### config.mk
export PLATFORM = sky130hd
export DESIGN_NAME = uart_irq_status
export DESIGN_NICKNAME = d
export VERILOG_FILES = /design/src/rtl/uart_irq_pkg.sv /design/src/rtl/uart_modem_sync.sv /design/src/rtl/uart_cause_latch.sv /design/src/rtl/uart_irq_status.sv
export SDC_FILE = /design/constraint.sdc
export NUM_CORES = 1
export LEC_CHECK = 0
export BUFFER_PORTS_ARGS = -buffer_cell sky130_fd_sc_hd__buf_2
export CORE_ASPECT_RATIO = 1.5
export CORE_MARGIN = 2
export CORE_UTILIZATION = 43
export DETAILED_ROUTE_END_ITERATION = 8
export MAX_ROUTING_LAYER = met4
export PLACE_DENSITY = 0.83
export SKIP_LAST_GASP = 1
export SLEW_MARGIN = 20
export SYNTH_ARGS = -nofsm -noshare
export SYNTH_HDL_FRONTEND = slang
export SYNTH_SLANG_ARGS = --single-unit
### constraint.sdc
create_clock -name clk -period 1.6 [get_ports clk]
set_input_delay 0.16 -clock clk [delete_from_list [all_inputs] [get_ports clk]]
set_output_delay 0.16 -clock clk [all_outputs]
set_load 0.005 [all_outputs]
### src/rtl/uart_irq_pkg.sv
package uart_irq_pkg;
    localparam int NUM_CAUSE = 5;
    localparam int C_LINE    = 0;
    localparam int C_RXREQ   = 1;
    localparam int C_RXTMO   = 2;
    localparam int C_TXREQ   = 3;
    localparam int C_MODEM   = 4;

    localparam int EN_RX     = 0;
    localparam int EN_TX     = 1;
    localparam int EN_LINE   = 2;
    localparam int EN_MODEM  = 3;

    // line_i bits that count as receive errors
    localparam logic [7:0] LINE_ERR_MASK = 8'b1001_1110;
endpackage

### src/rtl/uart_modem_sync.sv
module uart_modem_sync #(
    parameter int W      = 4,
    parameter int STAGES = 2
) (
    input  logic         clk,
    input  logic         rst_n,
    input  logic [W-1:0] pin_i,
    input  logic         clr_i,
    output logic [W-1:0] level_o,
    output logic [W-1:0] delta_o,
    output logic         chg_o
);
    typedef struct packed {
        logic [STAGES-1:0][W-1:0] chain;
        logic [W-1:0]             last;
        logic [W-1:0]             delta;
    } msync_t;

    msync_t st_d, st_q;
    logic [W-1:0] diff;

    always_comb begin
        st_d          = st_q;
        st_d.chain[0] = pin_i;
        for (int k = 1; k < STAGES; k++) begin
            st_d.chain[k] = st_q.chain[k-1];
        end
        diff          = st_q.chain[STAGES-1] ^ st_q.last;
        st_d.last     = st_q.chain[STAGES-1];
        st_d.delta    = (clr_i ? '0 : st_q.delta) | diff;
    end

    always_ff @(posedge clk or negedge rst_n) begin
        if (!rst_n) st_q <= '0;
        else        st_q <= st_d;
    end

    assign level_o = st_q.chain[STAGES-1];
    assign delta_o = st_q.delta;
    assign chg_o   = |diff;

    AST_DELTA_ON_CHANGE: assert property (@(posedge clk) disable iff (!rst_n)
        chg_o |=> (delta_o != '0));
    AST_DELTA_CLEARED: assert property (@(posedge clk) disable iff (!rst_n)
        (clr_i && !chg_o) |=> (delta_o == '0));
endmodule

### src/rtl/uart_cause_latch.sv
module uart_cause_latch #(
    parameter bit EDGE = 1'b1
) (
    input  logic clk,
    input  logic rst_n,
    input  logic src_i,
    input  logic en_i,
    input  logic clr_i,
    output logic pend_o
);
    typedef struct packed {
        logic prev;
        logic pend;
    } cause_t;

    cause_t st_d, st_q;
    logic   set_w;

    generate
        if (EDGE) begin : g_edge
            assign set_w = en_i & src_i & ~st_q.prev;
        end else begin : g_pulse
            assign set_w = en_i & src_i;
        end
    endgenerate

    always_comb begin
        st_d      = st_q;
        st_d.prev = src_i;
        st_d.pend = (st_q.pend & ~clr_i) | set_w;
    end

    always_ff @(posedge clk or negedge rst_n) begin
        if (!rst_n) st_q <= '0;
        else        st_q <= st_d;
    end

    assign pend_o = st_q.pend;

    AST_SET_LATCHES: assert property (@(posedge clk) disable iff (!rst_n)
        set_w |=> pend_o);
    AST_CLR_DROPS: assert property (@(posedge clk) disable iff (!rst_n)
        (clr_i && !set_w) |=> !pend_o);
    AST_HOLD_WITHOUT_EVENT: assert property (@(posedge clk) disable iff (!rst_n)
        (!clr_i && !set_w) |=> $stable(pend_o));
endmodule

### src/rtl/uart_irq_status.sv
module uart_irq_status
    import uart_irq_pkg::*;
#(
    parameter int MODEM_W     = 4,
    parameter int RXCNT_W     = 10,
    parameter int SYNC_STAGES = 2
) (
    input  logic               clk,
    input  logic               rst_n,
    input  logic [7:0]         line_i,
    input  logic               rx_req_i,
    input  logic               rx_tmo_i,
    input  logic               tx_req_i,
    input  logic [MODEM_W-1:0] modem_i,
    input  logic [RXCNT_W-1:0] rx_cnt_i,
    input  logic [3:0]         irq_en_i,
    input  logic               clr_we_i,
    input  logic [7:0]         clr_data_i,
    output logic [31:0]        status_o,
    output logic               irq_o
);
    localparam int CNT_LO_W = 8;
    localparam int CNT_HI_W = RXCNT_W - CNT_LO_W;

    logic [NUM_CAUSE-1:0] src_v, en_v, clr_v, pend_v;
    logic [MODEM_W-1:0]   m_level, m_delta;
    logic                 m_chg;
    logic                 modem_clr;

    assign clr_v     = clr_we_i ? clr_data_i[NUM_CAUSE-1:0] : '0;
    assign modem_clr = clr_v[C_MODEM];

    uart_modem_sync #(.W(MODEM_W), .STAGES(SYNC_STAGES)) u_msync (
        .clk     (clk),
        .rst_n   (rst_n),
        .pin_i   (modem_i),
        .clr_i   (modem_clr),
        .level_o (m_level),
        .delta_o (m_delta),
        .chg_o   (m_chg)
    );

    always_comb begin
        src_v          = '0;
        en_v           = '0;
        src_v[C_LINE]  = |(line_i & LINE_ERR_MASK);
        src_v[C_RXREQ] = rx_req_i;
        src_v[C_RXTMO] = rx_tmo_i;
        src_v[C_TXREQ] = tx_req_i;
        src_v[C_MODEM] = m_chg;
        en_v[C_LINE]   = irq_en_i[EN_LINE];
        en_v[C_RXREQ]  = irq_en_i[EN_RX];
        en_v[C_RXTMO]  = irq_en_i[EN_RX];
        en_v[C_TXREQ]  = irq_en_i[EN_TX];
        en_v[C_MODEM]  = irq_en_i[EN_MODEM];
    end

    // the modem cause is fed by a change pulse, so it is level-latched
    generate
        for (genvar i = 0; i < NUM_CAUSE; i++) begin : g_cause
            uart_cause_latch #(.EDGE(i != C_MODEM)) u_latch (
                .clk    (clk),
                .rst_n  (rst_n),
                .src_i  (src_v[i]),
                .en_i   (en_v[i]),
                .clr_i  (clr_v[i]),
                .pend_o (pend_v[i])
            );
        end
    endgenerate

    always_comb begin
        status_o        = '0;
        status_o[4:0]   = pend_v;
        status_o[7:6]   = rx_cnt_i[RXCNT_W-1 -: CNT_HI_W];
        status_o[11:8]  = m_delta;
        status_o[15:12] = m_level;
        status_o[23:16] = line_i;
        status_o[31:24] = rx_cnt_i[CNT_LO_W-1:0];
    end

    assign irq_o = |pend_v;

    AST_NO_IRQ_AFTER_RESET: assert property (@(posedge clk)
        $rose(rst_n) |-> !irq_o);
    AST_CNT_HIGH_BITS_KEPT: assert property (@(posedge clk) disable iff (!rst_n)
        clr_we_i |-> (status_o[7:6] == rx_cnt_i[9:8]));
endmodule

==> Word level (Yosys, flattened, before mapping) <==
Index checks and enable logic that the tools add are counted.
{ "totals": {"regBits": 25, "inputBits": 40, "output_inout_bits": 33, "elab_cells": 48} }
{ "classes": {"muxes": 2, "n_bitwise": 30, "n_reduce_logical": 3} }
{ "ops": {"columns": ["op", "n"], "rows": [
  ["$and 1x1->1", 14],
  ["$reduce_or 5->1", 2],
  ["$not 1->1", 9],
  ["$mux 5", 1],
  ["$or 1x1->1", 5],
  ["$mux 4", 1],
  ["$or 4x4->4", 1],
  ["$reduce_or 4->1", 1],
  ["$xor 4x4->4", 1]
]} }

==> Depth between registers and ports, before layout <==
Gate-level depths: netlist of the first run.
{ "depth": {"word_depth": 4, "ltp_mapped": 3} }

==> Hierarchy <==
Synthesis of the first run repeated with hierarchy kept, for this count alone.
{ "hier_totals": {"hier_cells": 92, "hier_area_um2": 1061.0} }
{ "modules_own_cells": {"columns": ["module", "n_inst", "cells_each", "area_per_inst_um2", "seq_area_each_um2"], "rows": [
  ["uart_modem_sync", 1, 37, 536.8, 400.4],
  ["uart_cause_latch at g_cause[0].u_latch ...", 4, 5, 70.1, 50.0],
  ["uart_irq_status", 1, 31, 202.7, 0.0],
  ["uart_cause_latch at g_cause[4].u_latch", 1, 4, 41.3, 25.0]
]} }

==> Least setup slack after synthesis of the first run <==
No wires, ideal clock.
{ "synth_timing": {"path_kind": "flip-flop to flip-flop", "from": "register u_msync.st_q, in the netlist u_msync.level_o[1]", "to": "register g_cause[4].u_latch.st_q, in the netlist g_cause[4].u_latch.pend_o", "t_arrival_ps": 818, "t_required_ps": 1479, "path_slack_ps": 661, "stages_incl_launch_ff": 4, "synth_period_minus_slack_ps": 939, "cell_sequence": "dfrtp_1 > xnor2_1 > nand4_1 > a22o_1"} }
{ "synth_rtl": {"columns": ["element", "line", "source"], "rows": [
  ["start, declared", "uart_modem_sync.sv:19", "msync_t st_d, st_q;"],
  ["start signal, assigned", "uart_modem_sync.sv:35", "else st_q <= st_d;"],
  ["end signal, assigned", "uart_cause_latch.sv:35", "else st_q <= st_d;"],
  ["end, declared", "uart_cause_latch.sv:16", "cause_t st_d, st_q;"]
]} }

==> Worst setup path after layout of the first run <==
{ "layout_timing": {"from": "register g_cause[1].u_latch.st_q, in the netlist g_cause[1].u_latch.pend_o", "to": "output port irq_o"} }
{ "layout_between": {"elab_chain_cells": 1} }
{ "layout_lines": {"columns": ["element", "line", "source"], "rows": [
  ["start, declared", "uart_cause_latch.sv:16", null],
  ["start signal, assigned", "uart_cause_latch.sv:35", null],
  ["$reduce_or 5->1", "uart_irq_status.sv:82", "assign irq_o = |pend_v;"],
  ["end, declared", "uart_irq_status.sv:20", "output logic irq_o"]
]} }
Every way passes these cells.

==> flow_metrics.env, run 1 <==
export IMPL_drcViolationCount=0
export IMPL_diodes=0
export IMPL_design_core_area_um2=2260
export IMPL_postSynthAreaPerCell_um2=11.1
export IMPL_cts_tree="yes"
export IMPL_drive_gt1_frac=0.397
export IMPL_rsz0062_at_grt="no"
export IMPL_drv_cap=0
export IMPL_fin_setup_tns_ns=0
export IMPL_clk_pin_slew_ns=0.12
export IMPL_htree_levels=1
export IMPL_grt_pass1_wl_um=2770
export IMPL_power_density_nw_per_um2=961
export IMPL_synth_top_cells_by_count="buf_4, dfrtp_1, nand2_1"
export IMPL_area_growth_pct=10.2
export IMPL_finalWorstPathRequiredPeriod_ns=1.26
export IMPL_hold_viol_final=0
export IMPL_r2r_cells=3
export IMPL_grt_pass1_vias=717
export IMPL_die_area_um2=2850
export IMPL_wirelength_um=1700
export IMPL_required_ns=1.44
export IMPL_ys_seq_elements=25
export IMPL_synth_most_common_cell="buf_4"
export IMPL_power_mw=1.11
export IMPL_vias=653
export IMPL_grt_ovfl_total=0
export IMPL_syn_nets=134
export IMPL_layout_nets=157
export IMPL_antenna_found_initial=0
export IMPL_clock_sinks=25
export IMPL_via_per_inst=4.70
export IMPL_maxSlewViolCount=0
export IMPL_clock_path_buffers=2
export IMPL_insertion_delay_ns=0.31
export IMPL_synth_edf_count=0
export IMPL_end_kind="output pin"
export IMPL_fin_crit_sh=0.786
export IMPL_crit_type="reg2out"
export IMPL_synth_distinct_cells=12
export IMPL_yosysSeqAreaShare=0.599
export IMPL_cts_buffers=3
export IMPL_skew_ns=0.00542
export IMPL_grt_usage=0.132
export IMPL_power_leakage_nw=0.588
export IMPL_synthArstFlopShare=1.00
export IMPL_syn_area_um2=1040
export IMPL_ant_nets=0
export IMPL_fmax_ghz=0.795
export IMPL_drtIter0Drc=10
export IMPL_io_pin_count=73
export IMPL_path_max_fanout=3
export IMPL_drtPass1Iterations=2
export IMPL_placed_cell_area_um2=1040
export IMPL_slew_headroom=0.650
export IMPL_initial_core_util=0.462
export IMPL_hold_depth=3
export IMPL_netlist_top_cells_area="dfrtp_1, buf_4, nand2_1, xnor2_1, o21ai_0"
export IMPL_cts_root_buf="clkbuf_4"
export IMPL_setup_viol=0
export IMPL_yosys_warnings=0
export IMPL_synth_top_cell_by_area="dfrtp_1"
export IMPL_tightest_slew_ns=0.525
export IMPL_postSynthCellCount=94
export IMPL_postCtsSetupRepairBufs=0
export IMPL_synthFlopType="dfrtp_1"
export IMPL_status="finished, final reports clean"
export IMPL_hold_class="in2reg"
export IMPL_synth_top_area_share=0.599
export IMPL_max_vdd_ir_drop_uv=545
export IMPL_arrival_ns=1.10
export IMPL_portBuffers=42
export IMPL_wire_per_inst_um=12.2
export IMPL_placementRows=21
export IMPL_fin_area_um2=1150
export IMPL_dp_hpwl_um=1360
export IMPL_critPathLaunchType="register"
export IMPL_gp_congestion=0.672
export IMPL_grt_max_degree=26
export IMPL_dieHeight_um=64.4
export IMPL_die_w_um=44.2
==> metal layers <==
| metal | vias up | wire length (µm) | track usage |
|---|---|---|---|
| met4 | 0 | 0 | 0.0417 |
| met3 | 0 | 112 | 0.0169 |
| li1 | 305 | - | - |
| met1 | 323 | 622 | 0.136 |
| met2 | 25 | 964 | 0.246 |
| met5 | - | 0 | - |
==> per-stage QoR <==
stage | hold slack, ns | cells | setup slack [ns] | util
3_5_place_dp | 0.170 | 127 | 0.583 | 0.462
2_1_floorplan | -0.136 | 94 | 0.661 | -
4_1_cts | 0.0554 | 139 | 0.319 | 0.509
5_1_grt | 0.0585 | 139 | 0.218 | 0.509
6_report | 0.0694 | 139 | 0.343 | 0.509
3_3_place_gp | 0.151 | 127 | 0.615 | 0.462
==> path summary, 6_finish.rpt <==
path,slack [ns],endpoint,startpoint
min in group asynchronous,0.35,u_msync.st_d[13]$_DFF_PN0_,rst_n
worst max register to register,0.59,g_cause[4].u_latch.pend_o$_DFF_PN0_,u_msync.level_o[3]$_DFF_PN0_
max in group asynchronous,0.90,g_cause[0].u_latch.st_q[1]$_DFF_PN0_,rst_n
worst max-delay path,0.34,irq_o,g_cause[1].u_latch.pend_o$_DFF_PN0_
worst min-delay path,0.07,g_cause[0].u_latch.st_q[1]$_DFF_PN0_,line_i[7]
worst min register to register,0.37,u_msync.level_o[3]$_DFF_PN0_,u_msync.st_d[15]$_DFF_PN0_
==> placed cells by master (no fill, tap or decap), drive strengths merged, types with 2 or more instances in the layout <==
master       instances
xnor2                4
dfrtp               25
nor2                 2
clkbuf               3
o21ai                3
buf                 42
nor3                 2
nand2               21
dlygate4sd3          8
==> final cells by class <==
class                      instances  area, µm²
clock inverter                     1       5.00
tap                               23       28.8
clock buffer                       3       22.5
fill                             215       1110
multi-input combinational         36        175
inverter                           1       3.75
timing repair buffer              50        290
sequential                        25        626
==> kinds of logic after synthesis <==
group           count (synthesis)  share of synthesized area
compound gates                  5                     0.0323
flops                          25                      0.599
other cells                     1                    0.00359
xor+xnor                        4                     0.0335
buf+inv                        33                      0.234
simple gates                   26                     0.0982
==> report_power, final <==
part | leakage (nW) | internal (mW) | switching [mW]
clock network | 0.0177 | 0.0932 | 0.174
registers | 0.285 | 0.674 | 0.0244
logic | 0.285 | 0.0768 | 0.0647
==> registers in the layout, summed over array words and instances (netlist names) <==
register and count:
u_msync.st_d 4, u_msync.delta_o 4, g_cause.u_latch.pend_o 5, u_msync.level_o 4
u_msync.st_q 4, g_cause.u_latch.st_q 4
==> repair_timing <==
action / CTS / global route
hold buffers: 8 / 0
hold endpoints to repair: 32 / 0
endpoints found under the setup margin: 0 / 0
gates resized for setup: 0 / 0
==> worst max-delay path, cell delays in order (launching register included) <==
cell and delay [ns]:
dfrtp_1 0.42, nor3_1 0.18, nand2_1 0.07, buf_2 0.12
(Power assumes the default switching activity.)
==> run 2, diff against run 1 <==
- ABC_AREA: default -> 1
- CORE_UTILIZATION: 43 -> 37
- PLACE_DENSITY: 0.83 -> 0.75
- clock period: 1.6 -> 1.1 ns (I/O delays scaled with it)
==> run 2 against run 1 <==
The run now ends with setup timing left. Combinational power up 68%. Hold slack worse by 0.025 ns. Sequential share of layout area down 5.6 points.
==> flow_metrics.env, run 2 <==
export IMPL_status="complete, but fails checks"
export IMPL_violations="setup timing"
export IMPL_p_seq_frac=0.572
export IMPL_io_pin_count=73
export IMPL_cts_root_buf="clkbuf_8"
export IMPL_drv_cap=0
export IMPL_synthArstFlopShare=1.00
export IMPL_gp_congestion=0.711
export IMPL_ant_nets=0
export IMPL_synth_top_cell_by_area="dfrtp_1"
export IMPL_rsz0062_at_grt="yes"
export IMPL_synth_top_cells_by_count="nand2_1, buf_4, dfrtp_1"
export IMPL_r2r_cells=7
export IMPL_fmax_ghz=0.894
export IMPL_initial_core_util=0.381
export IMPL_area_growth_pct=16.9
export IMPL_clk_pin_slew_ns=0.08
export IMPL_tightest_slew_ns=0.533
export IMPL_synth_edf_count=0
export IMPL_cts_buffers=3
export IMPL_clock_sinks=25
export IMPL_grt_pass1_wl_um=3190
export IMPL_hold_depth=3
export IMPL_crit_chain="nor3_2 > nand2_1 > buf_2"
export IMPL_antenna_found_initial=0
export IMPL_synth_distinct_cells=10
export IMPL_fin_setup_tns_ns=-0.0182
export IMPL_dieHeight_um=70.7
export IMPL_die_w_um=48.5
export IMPL_finalWorstPathRequiredPeriod_ns=1.12
export IMPL_synth_top_area_share=0.569
export IMPL_drive_gt1_frac=0.376
export IMPL_placed_cells=164
export IMPL_drtIter0Drc=2
export IMPL_grt_usage=0.121
export IMPL_critPathBufInv=1
export IMPL_postSynthAreaPerCell_um2=9.55
export IMPL_setup_viol=1
export IMPL_worst_path_max_delay_cell="dfrtp_1"
export IMPL_switching_power_mw=0.417
export IMPL_hold_class="in2reg"
export IMPL_syn_area_um2=1100
export IMPL_end_kind="output pin"
export IMPL_grt_pass1_vias=782
export IMPL_final_cells=180
export IMPL_placementRows=24
export IMPL_fin_ws_ns=-0.0182
export IMPL_power_density_nw_per_um2=1380
export IMPL_yosysSeqAreaShare=0.569
export IMPL_die_area_um2=3430
export IMPL_grt_max_degree=26
export IMPL_portBuffers=42
export IMPL_largest_register_ffs=5
export IMPL_required_ns=0.99
export IMPL_power_frac_comb=0.134
export IMPL_htree_levels=1
export IMPL_fin_crit_sh=1.02
export IMPL_max_vdd_ir_drop_uv=913
export IMPL_skew_ns=0.00358
export IMPL_reg2reg_from="u_msync.level_o[1]$_DFF_PN0_"
export IMPL_netlist_top_cells_area="dfrtp_1, buf_4, nand2_1, inv_1, nand3_1"
export IMPL_grt_ovfl_total=0
export IMPL_drcViolationCount=0
export IMPL_mostFrequentLayoutCells="buf_2, nand2_1, dfrtp_1"
export IMPL_drtPass1Iterations=2
export IMPL_via_per_inst=4.21
export IMPL_clock_path_buffers=2
export IMPL_whs_endpoint="g_cause[4].u_latch.pend_o$_DFF_PN0_"
export IMPL_hold_viol_final=0
export IMPL_yosys_warnings=0
export IMPL_p_int_mw=1.36
export IMPL_diodes=0
export IMPL_layout_nets=182
export IMPL_synth_most_common_cell="nand2_1"
export IMPL_swShare=0.235
export IMPL_crit_family="flip-flops"
export IMPL_cts_tree="yes"
export IMPL_power_leakage_nw=0.694
export IMPL_cpPeakStageDelay_ns=0.39
export IMPL_clockPowerShare=0.294
export IMPL_reg2reg_to="g_cause[4].u_latch.pend_o$_DFF_PN0_"
export IMPL_synthFlopType="dfrtp_1"
export IMPL_dp_slack_ns=0.126
export IMPL_design_core_area_um2=2880
export IMPL_crit_type="reg2out"
export IMPL_rrSetupSlack_ns=0.12
export IMPL_insertion_delay_ns=0.26
export IMPL_utilization=0.445
export IMPL_arrival_ns=1.01
export IMPL_postSynthCellCount=115
export IMPL_maxSlewViolCount=0
export IMPL_final_common_cell="buf_2"
export IMPL_ys_seq_elements=25
export IMPL_slew_headroom=0.645
export IMPL_vias=758
export IMPL_syn_nets=155
export IMPL_dp_hpwl_um=1460
export IMPL_wire_per_inst_um=10.9
export IMPL_min_from="irq_en_i[3]"
export IMPL_critPathLaunchType="register"
export IMPL_wirelength_um=1960
export IMPL_path_max_fanout=2
[run 2: changes by cell type after synthesis, moves of 2 or more]
cell     before  now
inv_1         1    8
nand2_1      21   35
nand3_1       0    4
nor2_1        2    4
xnor2_1       4    0
[run 2: final cells by class]
class	count	area (µm²)
fill	307	1600
sequential	25	626
timing repair buffer	54	320
multi-input combinational	50	213
tap	39	48.8
clock buffer	3	41.3
inverter	8	30.0
clock inverter	1	5.00
[run 2: repair_timing]
item,in CTS,in global routing
gates resized for setup,1,2
hold endpoints to repair,32,0
setup buffers,1,3
hold buffers,8,0
setup endpoints to repair,1,2
[run 2: worst max-delay path by stage]
stage / startpoint / depth (start not counted) / slack, ns / end
4_1_cts: g_cause[3].u_latch.pend_o$_DFF_PN0_ / 3 / -0.04 / irq_o
3_5_place_dp: u_msync.level_o[1]$_DFF_PN0_ / 7 / 0.13 / g_cause[4].u_latch.pend_o$_DFF_PN0_
6_report: g_cause[3].u_latch.pend_o$_DFF_PN0_ / 3 / -0.02 / irq_o
5_1_grt: g_cause[2].u_latch.pend_o$_DFF_PN0_ / 3 / -0.12 / irq_o
2_1_floorplan: u_msync.level_o[1]$_DFF_PN0_ / 6 / 0.26 / g_cause[4].u_latch.pend_o$_DFF_PN0_
3_3_place_gp: g_cause[3].u_latch.pend_o$_DFF_PN0_ / 3 / 0.20 / irq_o
[run 2: power by group through the flow]
stage	clock (mW)	combinational [mW]	sequential, mW
after floorplan	0	0.180	1.02
after global placement	0	0.190	1.03
after detailed placement	0	0.199	1.03
after CTS	0.541	0.230	1.02
after global routing	0.584	0.270	1.02
final	0.521	0.238	1.01
[run 2: worst min-delay path: cells and delay by family]
kind,cells,cell delay (ns)
simple gates,2,0.09
buf+inv,1,0.07
[run 2: layer usage]
layer	GRT usage	up-vias	wire (µm)
met5	-	-	0
li1	-	364	-
met4	0.0635	0	40
met2	0.218	32	1060
met1	0.118	348	709
met3	0.0295	14	151
[run 2: stage by stage]
stage	cell area (µm²)	total power, mW	hold slack [ns]
floorplan	1100	1.21	-0.186
detailed placement	1120	1.23	0.129
finish	1280	1.77	0.0444
global route	1280	1.88	0.0623
global placement	1120	1.22	0.111
CTS	1260	1.79	0.0356
[run 2: logic make-up (layout without fill, tap and decap cells)]
kind of cell | count (synthesis) | count (layout) | share of synthesized area
other | 1 | 1 | 0.00341
buffers and inverters | 40 | 66 | 0.246
and+or+nand+nor | 46 | 46 | 0.167
AOI/OAI and AO/OA | 3 | 3 | 0.0137
DFF | 25 | 25 | 0.569
==> run 3, diff against run 2 <==
- PLACE_DENSITY: 0.75 -> default
- PLACE_DENSITY_LB_ADDON: default -> 0.12
==> run 3 against run 2 <==
The run still ends with setup timing left. Critical path depth did not move. Maximum frequency fell by 1.0%. Combinational power fell by 5%. Register-to-register slack improved by 0.07 ns. Global-route usage fell by 0.42 points. Clock power rose by 1%. Worst setup slack got worse by 0.012 ns. Critical endpoint unchanged. Sequential power barely moved. Sequential share of layout area rose by 0.77 points. Largest power group unchanged.
==> flow_metrics.env, run 3 (synthesis results as in run 2) <==
export IMPL_status="complete, but fails checks"
export IMPL_violations="setup timing"
export IMPL_setup_viol=1
export IMPL_power_mw=1.77
export IMPL_largest_register_ffs=5
export IMPL_fin_ws_ns=-0.0297
export IMPL_dp_hpwl_um=1300
export IMPL_drive_gt1_frac=0.353
export IMPL_cts_root_buf="clkbuf_8"
export IMPL_grt_pass1_vias=744
export IMPL_dieHeight_um=70.7
export IMPL_reg2reg_from="u_msync.level_o[1]$_DFF_PN0_"
export IMPL_ant_nets=0
export IMPL_path_max_fanout=2
export IMPL_skew_ns=0.000483
export IMPL_wire_per_inst_um=9.93
export IMPL_vias=714
export IMPL_grt_ovfl_total=0
export IMPL_clock_sinks=25
export IMPL_fmax_ghz=0.885
export IMPL_crit_chain="nor3_2 > nand2_1 > buf_2"
export IMPL_antenna_found_initial=0
export IMPL_design_core_area_um2=2880
export IMPL_cts_tree="yes"
export IMPL_clk_pin_slew_ns=0.08
export IMPL_cpPeakStageDelay_ns=0.40
export IMPL_hold_class="in2reg"
export IMPL_rsz0062_at_grt="yes"
export IMPL_final_common_cell="buf_2"
export IMPL_drv_cap=0
export IMPL_crit_type="reg2out"
export IMPL_finalHoldWorstSlack_ns=0.0409
export IMPL_die_w_um=48.5
export IMPL_tightest_slew_ns=0.557
export IMPL_grt_pass1_wl_um=3010
export IMPL_worst_path_max_delay_cell="dfrtp_1"
export IMPL_final_cells=178
export IMPL_critPathLaunchType="register"
export IMPL_gp_congestion=0.715
export IMPL_diodes=0
export IMPL_cp_startpoint="g_cause[3].u_latch.pend_o$_DFF_PN0_"
export IMPL_power_density_nw_per_um2=1400
export IMPL_area_growth_pct=15.0
export IMPL_power_leakage_nw=0.684
export IMPL_finalWorstPathRequiredPeriod_ns=1.13
export IMPL_portBuffers=42
export IMPL_arrival_ns=1.02
export IMPL_htree_levels=1
export IMPL_wirelength_um=1770
export IMPL_placementRows=24
export IMPL_clock_path_buffers=2
export IMPL_via_per_inst=4.01
export IMPL_fin_crit_sh=1.03
export IMPL_cts_buffers=3
export IMPL_initial_core_util=0.381
export IMPL_layout_nets=180
export IMPL_grt_max_degree=26
export IMPL_die_area_um2=3430
export IMPL_insertion_delay_ns=0.26
export IMPL_end_kind="output pin"
export IMPL_slew_headroom=0.629
export IMPL_hold_viol_final=0
export IMPL_placed_cells=164
export IMPL_min_from="irq_en_i[3]"
export IMPL_maxSlewViolCount=0
export IMPL_grt_usage=0.116
export IMPL_io_pin_count=73
export IMPL_mostFrequentLayoutCells="buf_2, nand2_1, dfrtp_1"
export IMPL_drtIter0Drc=15
export IMPL_drcViolationCount=0
export IMPL_drtPass1Iterations=3
export IMPL_required_ns=0.99
export IMPL_max_vdd_ir_drop_uv=651
-- run 3: cell types whose count changed in the layout (fill, tap and decap cells not counted) --
cell	before	now
nor2_2	2	0
buf_4	4	2
nor2_1	2	4
-- run 3: cell type report --
cell class / count / area (µm²)
Sequential cell: 25 / 626
Fill cell: 321 / 1620
Timing Repair Buffer: 52 / 305
Inverter: 8 / 30.0
Multi-Input combinational cell: 50 / 208
Tap cell: 39 / 48.8
Clock buffer: 3 / 41.3
Clock inverter: 1 / 5.00
-- run 3: repair_timing --
action | in CTS | in global routing
buffers inserted | 1 | 1
hold endpoints to repair | 32 | 0
resized for setup | 1 | 0
endpoints found under the setup margin | 1 | 1
pin swaps | 1 | 1
hold buffers | 8 | 0
gates cloned | 0 | 0
-- run 3: where the power goes --
part           internal, mW  switching, mW
Combinational         0.121          0.105
Sequential            0.979         0.0345
Clock                 0.253          0.273
Total                  1.35          0.413
-- run 3: layer usage --
| metal | vias up | routed length, µm | global-route usage |
|---|---|---|---|
| li1 | 363 | - | - |
| met1 | 309 | 702 | 0.123 |
| met2 | 32 | 876 | 0.194 |
| met3 | 10 | 125 | 0.0232 |
| met4 | 0 | 63 | 0.0794 |
| met5 | - | 0 | - |
-- run 3: final timing paths --
path | endpoint | slack (ns) | cells past startpoint
setup / recovery | irq_o | -0.03 | 3
hold / removal | g_cause[4].u_latch.pend_o$_DFF_PN0_ | 0.04 | 3
setup reg to reg | g_cause[4].u_latch.pend_o$_DFF_PN0_ | 0.19 | 6
hold reg to reg | u_msync.level_o[2]$_DFF_PN0_ | 0.35 | 0
max in group asynchronous | u_msync.level_o[1]$_DFF_PN0_ | 0.37 | 2
min in group asynchronous | g_cause[1].u_latch.st_q[1]$_DFF_PN0_ | 0.37 | 2
-- run 3: stage by stage --
stage                util  setup TNS [ns]  worst slack (ns)  instance area, µm²
finish              0.438         -0.0297           -0.0297                1260
global route        0.438          -0.121            -0.121                1260
CTS                 0.436         -0.0510           -0.0510                1260
detailed placement  0.388               0             0.171                1120
global placement    0.388               0             0.174                1120
floorplan               -               0             0.259                1100
-- run 3: critical path, delay by kind of cell (launching register included) --
kind                   cells  cell delay, ns
flip-flops                 1            0.40
AND/OR/NAND/NOR            2            0.23
buffers and inverters      1            0.12
